## config.mk

```make
export PLATFORM = sky130hd
export DESIGN_NAME = hsr_status_top
export DESIGN_NICKNAME = d
export VERILOG_FILES = /design/src/rtl/hsr_pkg.sv /design/src/rtl/hsr_sticky_bank.sv /design/src/rtl/hsr_irq_gen.sv /design/src/rtl/hsr_status_top.sv
export SDC_FILE = /design/constraint.sdc
export NUM_CORES = 1
export LEC_CHECK = 0
export ABC_CLOCK_PERIOD_IN_PS = 800
export BUFFER_PORTS_ARGS = -buffer_cell sky130_fd_sc_hd__buf_2
export CORE_AREA = 3 3 64 66
export CTS_CLUSTER_DIAMETER = 60
export DETAILED_ROUTE_END_ITERATION = 10
export DIE_AREA = 0 0 67 69
export PLACE_DENSITY = 0.73
export SETUP_SLACK_MARGIN = 0.5
export SYNTH_ARGS = -nofsm -noshare
export SYNTH_HDL_FRONTEND = slang
export SYNTH_SLANG_ARGS = --single-unit
```

## constraint.sdc

```tcl
create_clock -name clk -period 0.8 [get_ports clk]
set_input_delay 0.08 -clock clk [delete_from_list [all_inputs] [get_ports clk]]
set_output_delay 0.08 -clock clk [all_outputs]
set_load 0.005 [all_outputs]
```

## src/rtl/hsr_pkg.sv

```systemverilog
package hsr_pkg;
    localparam int unsigned DW = 32;
    // bits holding edge-captured state
    localparam logic [DW-1:0] STICKY_MASK = 32'hC300_3E2F;
    // bits following live inputs
    localparam logic [DW-1:0] LEVEL_MASK  = 32'h3C00_41C0;
    localparam logic [DW-1:0] ERR_MASK    = 32'h0000_002F;
    localparam logic [DW-1:0] IEN_MASK    = 32'h0007_F01F;
    localparam int unsigned CODE_LO = 9;
    localparam int unsigned CODE_W  = 2;
    localparam int unsigned NSRC    = 8;
    // enable bit -> status bit pairs
    localparam int unsigned EN_POS   [NSRC] = '{0, 1, 2, 3, 4, 13, 14, 15};
    localparam int unsigned STAT_POS [NSRC] = '{11, 12, 13, 6, 7, 14, 30, 31};
endpackage

```

## src/rtl/hsr_sticky_bank.sv

```systemverilog
module hsr_sticky_bank #(
    parameter int unsigned WIDTH = 32,
    parameter logic [WIDTH-1:0] KEEP_MASK = '1
) (
    input  logic             clk,
    input  logic             rst_n,
    input  logic [WIDTH-1:0] set_vec,
    input  logic [WIDTH-1:0] clr_vec,
    input  logic [WIDTH-1:0] load_vec,
    input  logic [WIDTH-1:0] load_val,
    output logic [WIDTH-1:0] bits_q
);
    for (genvar b = 0; b < WIDTH; b++) begin : g_bit
        if (KEEP_MASK[b]) begin : g_keep
            logic cell_q;
            always_ff @(posedge clk) begin
                if (!rst_n)           cell_q <= 1'b0;
                else if (load_vec[b]) cell_q <= load_val[b];
                else if (set_vec[b])  cell_q <= 1'b1;  // event beats clear
                else if (clr_vec[b])  cell_q <= 1'b0;
            end
            assign bits_q[b] = cell_q;
        end else begin : g_none
            assign bits_q[b] = 1'b0;
        end
    end
endmodule

```

## src/rtl/hsr_irq_gen.sv

```systemverilog
module hsr_irq_gen #(
    parameter int unsigned N = 8
) (
    input  logic         clk,
    input  logic         rst_n,
    input  logic [N-1:0] src,
    input  logic [N-1:0] en,
    output logic         irq
);
    logic irq_q;
    always_ff @(posedge clk) begin
        if (!rst_n) irq_q <= 1'b0;
        else        irq_q <= |(src & en);
    end
    assign irq = irq_q;
endmodule

```

## src/rtl/hsr_status_top.sv

```systemverilog
module hsr_status_top
    import hsr_pkg::*;
(
    input  logic          clk,
    input  logic          rst_n,
    input  logic          bus_addr,
    input  logic          bus_wr,
    input  logic [DW-1:0] bus_wdata,
    output logic [DW-1:0] bus_rdata,
    input  logic          card_ins_ev,
    input  logic          card_rem_ev,
    input  logic          buf_under_ev,
    input  logic          buf_over_ev,
    input  logic          cmd_resp_ev,
    input  logic          wr_done_ev,
    input  logic          rd_done_ev,
    input  logic          resp_crc_ev,
    input  logic          rd_crc_ev,
    input  logic          wr_crc_ev,
    input  logic [1:0]    wr_crc_code,
    input  logic          resp_to_ev,
    input  logic          rd_to_ev,
    input  logic          ybuf_empty_lvl,
    input  logic          xbuf_empty_lvl,
    input  logic          ybuf_full_lvl,
    input  logic          xbuf_full_lvl,
    input  logic          sdio_int_lvl,
    input  logic          clk_run_lvl,
    input  logic          rd_rdy_lvl,
    input  logic          wr_rdy_lvl,
    output logic          irq,
    output logic          err_any
);
    localparam logic [DW-1:0] CODE_FIELD = ((DW'(1) << CODE_W) - 1) << CODE_LO;

    logic [DW-1:0] set_vec, clr_vec, load_vec, load_val;
    logic [DW-1:0] sticky_q, live_word, status_word;
    logic [DW-1:0] ien;
    logic [NSRC-1:0] src_sel, en_sel;

    always_comb begin
        set_vec     = '0;
        set_vec[31] = card_ins_ev;
        set_vec[30] = card_rem_ev;
        set_vec[25] = buf_under_ev;
        set_vec[24] = buf_over_ev;
        set_vec[13] = cmd_resp_ev;
        set_vec[12] = wr_done_ev;
        set_vec[11] = rd_done_ev;
        set_vec[5]  = resp_crc_ev;
        set_vec[3]  = rd_crc_ev;
        set_vec[2]  = wr_crc_ev;
        set_vec[1]  = resp_to_ev;
        set_vec[0]  = rd_to_ev;
    end

    always_comb begin
        live_word     = '0;
        live_word[29] = ybuf_empty_lvl;
        live_word[28] = xbuf_empty_lvl;
        live_word[27] = ybuf_full_lvl;
        live_word[26] = xbuf_full_lvl;
        live_word[14] = sdio_int_lvl;
        live_word[8]  = clk_run_lvl;
        live_word[7]  = rd_rdy_lvl;
        live_word[6]  = wr_rdy_lvl;
    end

    assign clr_vec  = (bus_wr && !bus_addr) ? (bus_wdata & STICKY_MASK) : '0;
    assign load_vec = wr_crc_ev ? CODE_FIELD : '0;
    assign load_val = DW'(wr_crc_code) << CODE_LO;

    hsr_sticky_bank #(.WIDTH(DW), .KEEP_MASK(STICKY_MASK)) bank_i (
        .clk      (clk),
        .rst_n    (rst_n),
        .set_vec  (set_vec),
        .clr_vec  (clr_vec),
        .load_vec (load_vec),
        .load_val (load_val),
        .bits_q   (sticky_q)
    );

    assign status_word = sticky_q | (live_word & LEVEL_MASK);

    always_ff @(posedge clk) begin
        if (!rst_n)                  ien <= '0;
        else if (bus_wr && bus_addr) ien <= bus_wdata & IEN_MASK;
    end

    for (genvar i = 0; i < NSRC; i++) begin : g_pair
        assign src_sel[i] = status_word[STAT_POS[i]];
        assign en_sel[i]  = ien[EN_POS[i]];
    end

    hsr_irq_gen #(.N(NSRC)) irq_i (
        .clk   (clk),
        .rst_n (rst_n),
        .src   (src_sel),
        .en    (en_sel),
        .irq   (irq)
    );

    assign err_any   = |(sticky_q & ERR_MASK);
    assign bus_rdata = bus_addr ? ien : status_word;
endmodule

```

==> impl_results.md, run 1 <==
- Status: finished, violations left
- Failing checks: setup timing
- Post-Place Worst Slack: -0.153 ns
- Largest cells by area after synthesis: dfxtp_1 (42%), nand2_1 (8.2%), o21a_1 (7.0%)
- Nets: 312
- Flop-to-flop setup slack: -0.17 ns
- Share of the synthesized area in the top cell type: 42.2%
- Starting Density: 35.2%
- Setup ws final: -0.286 ns
- Layout cells sized above 1: 81.8%
- DRC viols: 0
- Die area: 4620 µm²
- # rows: 22
- WL/cell: 15.3 µm
- Fraction of registers with async set/reset: 0%
- Number of H-tree levels: 1
- Grt total ovfl: 0
- Min-delay worst type: in2reg
- Synth Cell Area: 1280 µm²
- Arr. time, crit path: 1.01 ns
- Max incr delay on CP: 0.34 ns
- CP max FO: 3
- Synth unique cells: 22
- Leakage Power: 1.18 nW
- Area of the core: 3630 µm²
- Seq/Total Area, Yosys: 42.2%
- Syn-to-layout area delta: 99.0%
- Fillers: 266
- Pwr dens: 1270 nW/µm²
- Vias per cell: 4.87
- RSZ-0062 raised after global routing: true
- I/O Pins: 92
- ANT cells: 0
- CTS Sinks: 27
- CP endpoint: bus_rdata[3]
- Clock Latency Late Sink: 0.27 ns
- Kind of critical path: reg2out
- CTS tree: done
- Vias in the first global route: 1,480
- WL final: 4610 µm
- Final period utilization: 136%
- Initial antenna violation count: 0
- Synth top cells by count: nand2_1 (28), dfxtp_1 (27), a21oi_1 (14), nor2b_1 (13), o21a_1 (12)
- Crit-path cells: mux2_4, buf_6
- VDD IR-drop max: 765 µV
- Max Slew Vio Count: 0
- Via count: 1,466
- RR Endpoint: irq_i.irq
- FF-to-FF path depth: 4
- First-pass GRT wire length: 6710 µm
- DRT iter0 DRCs: 86
- Max_cap viols: 0
- Worst Skew: 0.00115 ns
- Critical Path RT: 0.72 ns
- Pin count of the biggest net entering global routing: 15
- Final setup violation count: 31
- DRT antenna net count: 0
- TritonRoute pass-1 iters: 4
- PortBufs: 74
- RD Place Congestion: 0.797
- GRT Overall Usage: 18.6%
- Root Driver: clkbuf_8
- Element type at the critical path start: register
- Power, Total: 3.24 mW
- Clock Tree Buf Depth: 2
- Worst Setup End Kind: output port
- Inserted Clock Buffers: 3
- Clock slew at reported path FFs: 0.09 ns
- Post-synth EDFFs: 0
- Die width: 67 µm
- Post-Syn Area per Cell: 8.65 µm²
- #FFs+latches synth: 27
- Post-Synthesis Cells: 148
- DP HPWL: 2900 µm
- Synthesis Warnings: 0
- Worst Setup SP: bank_i.g_bit[3].g_keep.cell_q
- Most common cell in the synthesized netlist: nand2_1
- Hold WS: 0.0148 ns
- Final-report hold violation count: 0
- FF-to-FF Start: ien[14]
- Slowest-stage cell, CP: dfxtp_2
- Post-CTS Hold Buffers: 0
- Min cycle time layout: 1.09 ns
- Most used flip-flop cell after synthesis: dfxtp_1
- Max frequency: 0.921 GHz
- Die span in y: 69 µm
- Dominant cell type by area after synthesis: dfxtp_1
[cell usage in the layout (no fill, tap or decap)]
cell type and count:
a211o_1 2, a21boi_1 4, a21boi_2 8, a21oi_1 2
a21oi_2 12, a22oi_2 4, a41oi_2 1, and2_4 7
buf_12 7, buf_2 61, buf_4 11, buf_6 28
buf_8 2, clkbuf_1 1, clkbuf_8 3, conb_1 5
dfxtp_1 1, dfxtp_2 25, dfxtp_4 1, inv_1 2
inv_2 1, mux2_4 7, nand2_1 15, nand2_2 8
nand2_4 4, nand2_8 1, nor2_1 2, nor2_2 1
nor2b_4 14, nor3_2 1, o21a_1 12
[logic make-up (layout without fill, tap and decap cells)]
family,Yosys count,in the layout,share of synthesized area (%)
simple gates,52,53,19.9
other cells,1,5,0.293
flops,27,27,42.2
compound gates,45,45,24.0
buf+inv,16,116,7.43
mux,7,7,6.16
[state kept, by name (all words and copies together), names as in the netlist]
register,cells
irq_i.irq,1
ien,12
bank_i.g_bit.g_keep.cell_q,14
[critical path, delay by kind of cell, from the launching register on]
family / cells / cell delay (ns)
DFF: 1 / 0.34
muxes: 1 / 0.28
buffers and inverters: 1 / 0.12
[cell type report]
class | instances | area [µm²] | share of cell area (%)
Sequential cell | 27 | 576 | 22.6
Multi-Input combinational cell | 110 | 982 | 38.6
Inverter | 3 | 11.3 | 0.442
Clock buffer | 4 | 45.0 | 1.77
Tap cell | 48 | 60.1 | 2.36
Timing Repair Buffer | 109 | 873 | 34.3
[timing repair]
action / in CTS / in global routing
pin swaps: 22 / 14
setup endpoints to repair: 56 / 56
buffers inserted: 14 / 8
gates cloned: 1 / 0
gates resized for setup: 75 / 36
[report_power, final]
part | switching, mW | leakage [nW] | total [mW] | internal (mW)
Combinational | 0.389 | 0.929 | 0.980 | 0.591
Sequential | 0.0589 | 0.232 | 1.50 | 1.44
Clock | 0.407 | 0.0228 | 0.763 | 0.356
Total | 0.854 | 1.18 | 3.24 | 2.39
[per-layer routing]
layer / global-route usage [%] / wire [µm] / part of all wire, % / up-vias
met4: 4.05 / 107 / 2.3 / 0
li1: - / - / - / 698
met3: 3.91 / 372 / 8.1 / 12
met1: 22.3 / 1760 / 38 / 685
met5: 0 / 0 / 0 / -
met2: 33.0 / 2370 / 51 / 71
[through the flow]
| step | TNS, ns | cell area [µm²] | instances | util [%] |
|---|---|---|---|---|
| 5_1_grt | -5.63 | 2550 | 301 | 70.1 |
| 3_3_place_gp | -3.50 | 1920 | 274 | 52.9 |
| 2_1_floorplan | 0 | 1510 | 152 | - |
| 6_report | -4.56 | 2550 | 301 | 70.1 |
| 4_1_cts | -4.38 | 2360 | 293 | 64.9 |
| 3_5_place_dp | -4.17 | 1920 | 274 | 52.9 |
[worst min path at each step]
stage                 start                        endpoint  slack, ns  cells past startpoint
3_3_place_gp      rd_crc_ev   bank_i.g_bit[3].g_keep.cell_q       0.29                      2
2_1_floorplan         rst_n   bank_i.g_bit[5].g_keep.cell_q       0.20                      1
3_5_place_dp   buf_under_ev  bank_i.g_bit[25].g_keep.cell_q       0.30                      2
6_report       buf_under_ev  bank_i.g_bit[25].g_keep.cell_q       0.01                      2
5_1_grt        buf_under_ev  bank_i.g_bit[25].g_keep.cell_q       0.01                      2
4_1_cts         cmd_resp_ev  bank_i.g_bit[13].g_keep.cell_q      0.008                      2
No activity file was read; power rests on OpenSTA's default activity.
==> inputs of run 2 (changes only) <==
ABC_CLOCK_PERIOD_IN_PS = not set   (was 800)
TNS_END_PERCENT = 5   (was not set)
==> impl_results.md, run 2 (synthesized netlist as in run 1, its figures left out) <==
- Pin count of the biggest net entering global routing: 16
- Pwr dens: 1450 nW/µm²
- Hold depth: 2
- TritonRoute pass-1 iters: 4
- # rows: 22
- Area of the core: 3630 µm²
- CTS Sinks: 27
- Number of H-tree levels: 1
- Setup ws final: -0.280 ns
- Clock slew at reported path FFs: 0.09 ns
- Die width: 67 µm
- DRT iter0 DRCs: 34
- FF-to-FF path depth: 3
- Clock Latency Late Sink: 0.27 ns
- CTS tree: done
- CP max FO: 3
- Combinational fraction of design power: 22.3%
- Syn-to-layout area delta: 55.9%
- Final period utilization: 135%
- I/O Pins: 92
- Min-delay worst type: in2reg
- Reg area: 566 µm²
- DRT antenna net count: 0
- Psw: 720 µW
- Dpl cells: 270
- Element type at the critical path start: register
- Max_cap viols: 0
- Final-report hold violation count: 0
- Die area: 4620 µm²
- Root Driver: clkbuf_8
- Failing checks: setup timing
- WL final: 3360 µm
- Die span in y: 69 µm
- RR Endpoint: irq_i.irq
- Flop-to-flop setup slack: -0.04 ns
- Starting Density: 35.2%
- Switching Share: 24.9%
- Vias per cell: 4.56
- Hold path endpoint: bank_i.g_bit[12].g_keep.cell_q
- Sequential share of power: 51.5%
- Commonest non-fill, non-tap cell in the layout: buf_2
- GRT Overall Usage: 13.5%
- Clock Tree Buf Depth: 2
- Initial antenna violation count: 0
- Power, Total: 2.89 mW
- FF-to-FF Start: ien[2]
- Min cycle time layout: 1.08 ns
- Crit-path cells: mux2_4, buf_6
- Status: finished, violations left
- Biggest register: bank_i.g_bit.g_keep.cell_q
- Layout Cells excl Fill: 276
- Max Slew Vio Count: 0
- Multi-input logic area: 747 µm²
- Slowest-stage cell, CP: dfxtp_2
- PortBufs: 74
- Hold WS: 0.00194 ns
- Clock share of power: 26.2%
- Final setup violation count: 22
- First-pass GRT wire length: 4970 µm
- Inserted Clock Buffers: 3
- WL/cell: 12.2 µm
- Internal power: 2.17 mW
- DP HPWL: 2520 µm
- Grt total ovfl: 0
- Via count: 1,259
- RD Place Congestion: 0.709
- Commonest cells after routing, fill and taps aside: buf_2 (66), nand2_1 (25), dfxtp_2 (20)
- Layout cells sized above 1: 60.1%
- DRC viols: 0
- Nets: 287
- Fillers: 351
- Max incr delay on CP: 0.34 ns
- Max FFs per register: 14
- Worst Setup End Kind: output port
- Vias in the first global route: 1,138
- Max frequency: 0.926 GHz
- Critical Path RT: 0.72 ns
- RSZ-0062 raised after global routing: true
- Post-Route Utilization: 54.9%
- Hold_sp: wr_done_ev
- Kind of critical path: reg2out
- ANT cells: 0
- Arr. time, crit path: 1.00 ns
- Post-Place Worst Slack: -0.174 ns
- Worst Skew: 0.00117 ns
- VDD IR-drop max: 767 µV
- Leakage Power: 0.936 nW
## run 2: changes by cell type in the layout (fill, tap and decap cells not counted), moves of 7 or more
cell     change
buf_6       -20
nand2_1     +10
nor2b_1      +9
a21oi_1      +7
nor2b_4     -11
a21oi_2      -7
## run 2: how the worst max path moves through the flow
stage	startpoint	to	slack, ns	depth (start not counted)
global route	ien[1]	bus_rdata[1]	-0.31	2
finish	bank_i.g_bit[3].g_keep.cell_q	bus_rdata[3]	-0.28	2
detailed placement	bus_addr	bank_i.g_bit[30].g_keep.cell_q	-0.17	4
global placement	bus_addr	bank_i.g_bit[12].g_keep.cell_q	-0.16	4
CTS	bank_i.g_bit[3].g_keep.cell_q	bus_rdata[3]	-0.28	2
floorplan	bank_i.g_bit[9].g_keep.cell_q	bank_i.g_bit[9].g_keep.cell_q	0.08	3
## run 2: metrics by stage
| step | instance area, µm² | TNS, ns |
|---|---|---|
| after floorplan | 1300 | 0 |
| after global placement | 1750 | -4.02 |
| after detailed placement | 1750 | -4.71 |
| after CTS | 1890 | -3.96 |
| after global routing | 2000 | -4.73 |
| final | 2000 | -3.81 |
## run 2: critical path, delay by kind of cell, from the launching register on
family   cells  cell delay (ns)
mux          1             0.28
flops        1             0.34
buf+inv      1             0.12
## run 2: timing repair
action / CTS / global route
gates resized for setup: 37 / 31
hold endpoints to repair: 4 / 1
buffers inserted: 2 / 0
endpoints found under the setup margin: 56 / 56
pin swaps: 22 / 19
## run 2: cell type report
cell class                      count  area share (%)
Inverter                            3           0.564
Tap cell                           48            3.01
Sequential cell                    27            28.3
Clock buffer                        3            2.07
Timing Repair Buffer               85            28.3
Multi-Input combinational cell    109            37.4
Clock inverter                      1           0.251
## run 2: per-layer routing
layer,global-route usage (%),wire (µm),vias up
met4,2.70,29,0
li1,-,-,650
met3,2.61,249,4
met2,23.1,1710,47
met5,0,0,-
met1,17.2,1380,558
## run 2: power by group through the flow
stage | Combinational, mW | Clock, mW | Sequential [mW]
floorplan | 0.286 | 0 | 1.49
global placement | 0.532 | 0 | 1.50
detailed placement | 0.537 | 0 | 1.51
CTS | 0.585 | 0.780 | 1.48
global route | 0.707 | 0.838 | 1.50
finish | 0.644 | 0.758 | 1.49
==> inputs of run 3 (changes only) <==
ABC_AREA = 1   (was not set)
PLACE_DENSITY = 0.75   (was 0.73)
==> impl_results.md, run 3 <==
- Status: finished, violations left
- Failing checks: setup timing
- FF-to-FF Start: ien[13]
- ANT cells: 0
- Compound-Gate Fraction of Synth Area: 11.3%
- RSZ-0062 raised after global routing: true
- Post-synthesis adder-cell area fraction: 0%
- Die width: 67 µm
- Commonest cells after routing, fill and taps aside: buf_2 (68), nor2_1 (36), inv_1 (34)
- Pwr dens: 1460 nW/µm²
- Biggest register: bank_i.g_bit.g_keep.cell_q
- Root Driver: clkbuf_8
- WL/cell: 11.0 µm
- Largest family of logic cells by synthesized area: simple AND/OR/NAND/NOR gates
- Via count: 1,465
- Clock Latency Late Sink: 0.27 ns
- WL final: 3670 µm
- Flop-to-flop setup slack: 0.07 ns
- Most used flip-flop cell after synthesis: dfxtp_1
- Multiplexer share of the synthesized area: 5.09%
- CP max FO: 3
- TritonRoute pass-1 iters: 6
- Max Slew Vio Count: 0
- Max_cap viols: 0
- XOR/XNOR share of the synthesized area: 0%
- Max FFs per register: 14
- Total negative slack: -3.35 ns
- Vias per cell: 4.40
- Initial antenna violation count: 0
- Post-CTS Hold Buffers: 0
- Post-Route Utilization: 56.9%
- Synth unique cells: 16
- DRT antenna net count: 0
- Leakage Power: 1.15 nW
- Number of H-tree levels: 1
- Clock Tree Buf Depth: 2
- Dominant cell type by area after synthesis: dfxtp_1
- Metal2 WL: 1840 µm
- Final-report hold violation count: 0
- Arr. time, crit path: 1.00 ns
- Worst Setup End Kind: output port
- Vias in the first global route: 1,284
- FF-to-FF path depth: 4
- Die span in y: 69 µm
- Worst Skew: 0.00655 ns
- Hold WS: 0.0248 ns
- PortBufs: 74
- Power, Total: 3.01 mW
- Post-synth EDFFs: 0
- Post-Place Worst Slack: -0.120 ns
- Dpl cells: 328
- Min-delay worst type: in2reg
- Min cycle time layout: 1.08 ns
- Synthesis Warnings: 0
- RD Place Congestion: 0.786
- Placed cell areas: 1810 µm²
- Die area: 4620 µm²
- Post-Syn Area per Cell: 6.51 µm²
- Final period utilization: 136%
- Most common cell in the synthesized netlist: nand2_1
- GRT Overall Usage: 15.4%
- Pin count of the biggest net entering global routing: 19
- Largest cells by area after synthesis: dfxtp_1 (41%), nand2_1 (13%), nor2_1 (12%)
- Syn-to-layout area delta: 55.7%
- Post-Synthesis Cells: 204
- VDD IR-drop max: 1070 µV
- Critical Path RT: 0.72 ns
- DRT iter0 DRCs: 63
- Kind of critical path: reg2out
- DRC viols: 0
- Simple-Gate Fraction of Synth Area: 26.1%
- Inserted Clock Buffers: 3
- Element type at the critical path start: register
- Final setup violation count: 21
- CTS Sinks: 27
- DP HPWL: 2680 µm
- Seq/Total Area, Yosys: 40.7%
- Cell area after layout: 2070 µm²
- Fillers: 353
- Fraction of registers with async set/reset: 0%
- Nets: 344
- I/O Pins: 92
- Hold depth: 3
- Setup ws final: -0.285 ns
- #FFs+latches synth: 27
- # rows: 22
- Grt total ovfl: 0
- Max Used Layer: met4
- First-pass GRT wire length: 5660 µm
- CTS tree: done
- DR WL met3: 254 µm
- Clock slew at reported path FFs: 0.09 ns
- Met1 WL: 1560 µm
- Area of the core: 3630 µm²
- Commonest non-fill, non-tap cell in the layout: buf_2
- Starting Density: 36.5%
- Layout Cells excl Fill: 333
- Synth top cells by count: nand2_1 (47), nor2_1 (41), inv_1 (35), dfxtp_1 (27), a21oi_1 (15)
- Layout cells sized above 1: 53.7%
- Worst Setup SP: ien[3]
- Share of the synthesized area in the top cell type: 40.7%
- Hold_sp: rd_done_ev
- Synth Cell Area: 1330 µm²
- Max frequency: 0.922 GHz
==> run 3: changes by cell type in the layout (fill, tap and decap cells not counted), moves of 6 or more <==
| cell | previous run | this run |
|---|---|---|
| nand2_2 | 3 | 11 |
| nand2_1 | 25 | 33 |
| a21boi_1 | 6 | 0 |
| nor2_1 | 3 | 36 |
| o21ai_1 | 0 | 10 |
| dfxtp_2 | 20 | 26 |
| nor2b_1 | 9 | 0 |
| o21a_1 | 12 | 0 |
| dfxtp_1 | 7 | 1 |
| inv_1 | 3 | 34 |
==> run 3: area by class of cell <==
type | count | area [µm²] | share of cell area, %
clock buffer | 3 | 41.3 | 2.00
clock inverter | 1 | 5.00 | 0.242
inverter | 36 | 145 | 7.02
multi-input combinational | 132 | 704 | 34.1
sequential | 27 | 573 | 27.7
tap | 48 | 60.1 | 2.91
timing repair buffer | 86 | 538 | 26.0
==> run 3: metal layers <==
metal,global-route usage [%],vias up
met5,0,-
met4,2.03,0
met2,25.9,51
li1,-,767
met3,3.58,2
met1,20.3,645
==> run 3: worst paths after layout <==
check,endpoint
worst max-delay path,bus_rdata[3]
worst min-delay path,bank_i.g_bit[11].g_keep.cell_q
worst max register to register,irq_i.irq
worst min register to register,bank_i.g_bit[24].g_keep.cell_q
==> run 3: worst max-delay path, stage by stage (launching register included) <==
cell and delay (ns):
dfxtp_2 0.34, mux2_2 0.27, buf_2 0.13
==> run 3: logic make-up (layout without fill, tap and decap cells) <==
logic type / after synthesis / count (layout)
mux: 6 / 6
flops: 27 / 27
compound gates: 30 / 30
simple gates: 91 / 91
other cells: 1 / 5
buf+inv: 49 / 126
==> run 3: where the power goes <==
group          switching [mW]  internal (mW)  total (mW)  leakage, nW
clock network           0.418          0.349       0.766       0.0255
logic                   0.345          0.377       0.723        0.894
registers              0.0662           1.46        1.52        0.232
total                   0.829           2.18        3.01         1.15
==> run 3: repair_timing <==
action | in CTS | in global routing
setup buffers | 0 | 1
endpoints found under the setup margin | 56 | 56
pin swaps | 49 | 40
resized for setup | 46 | 28
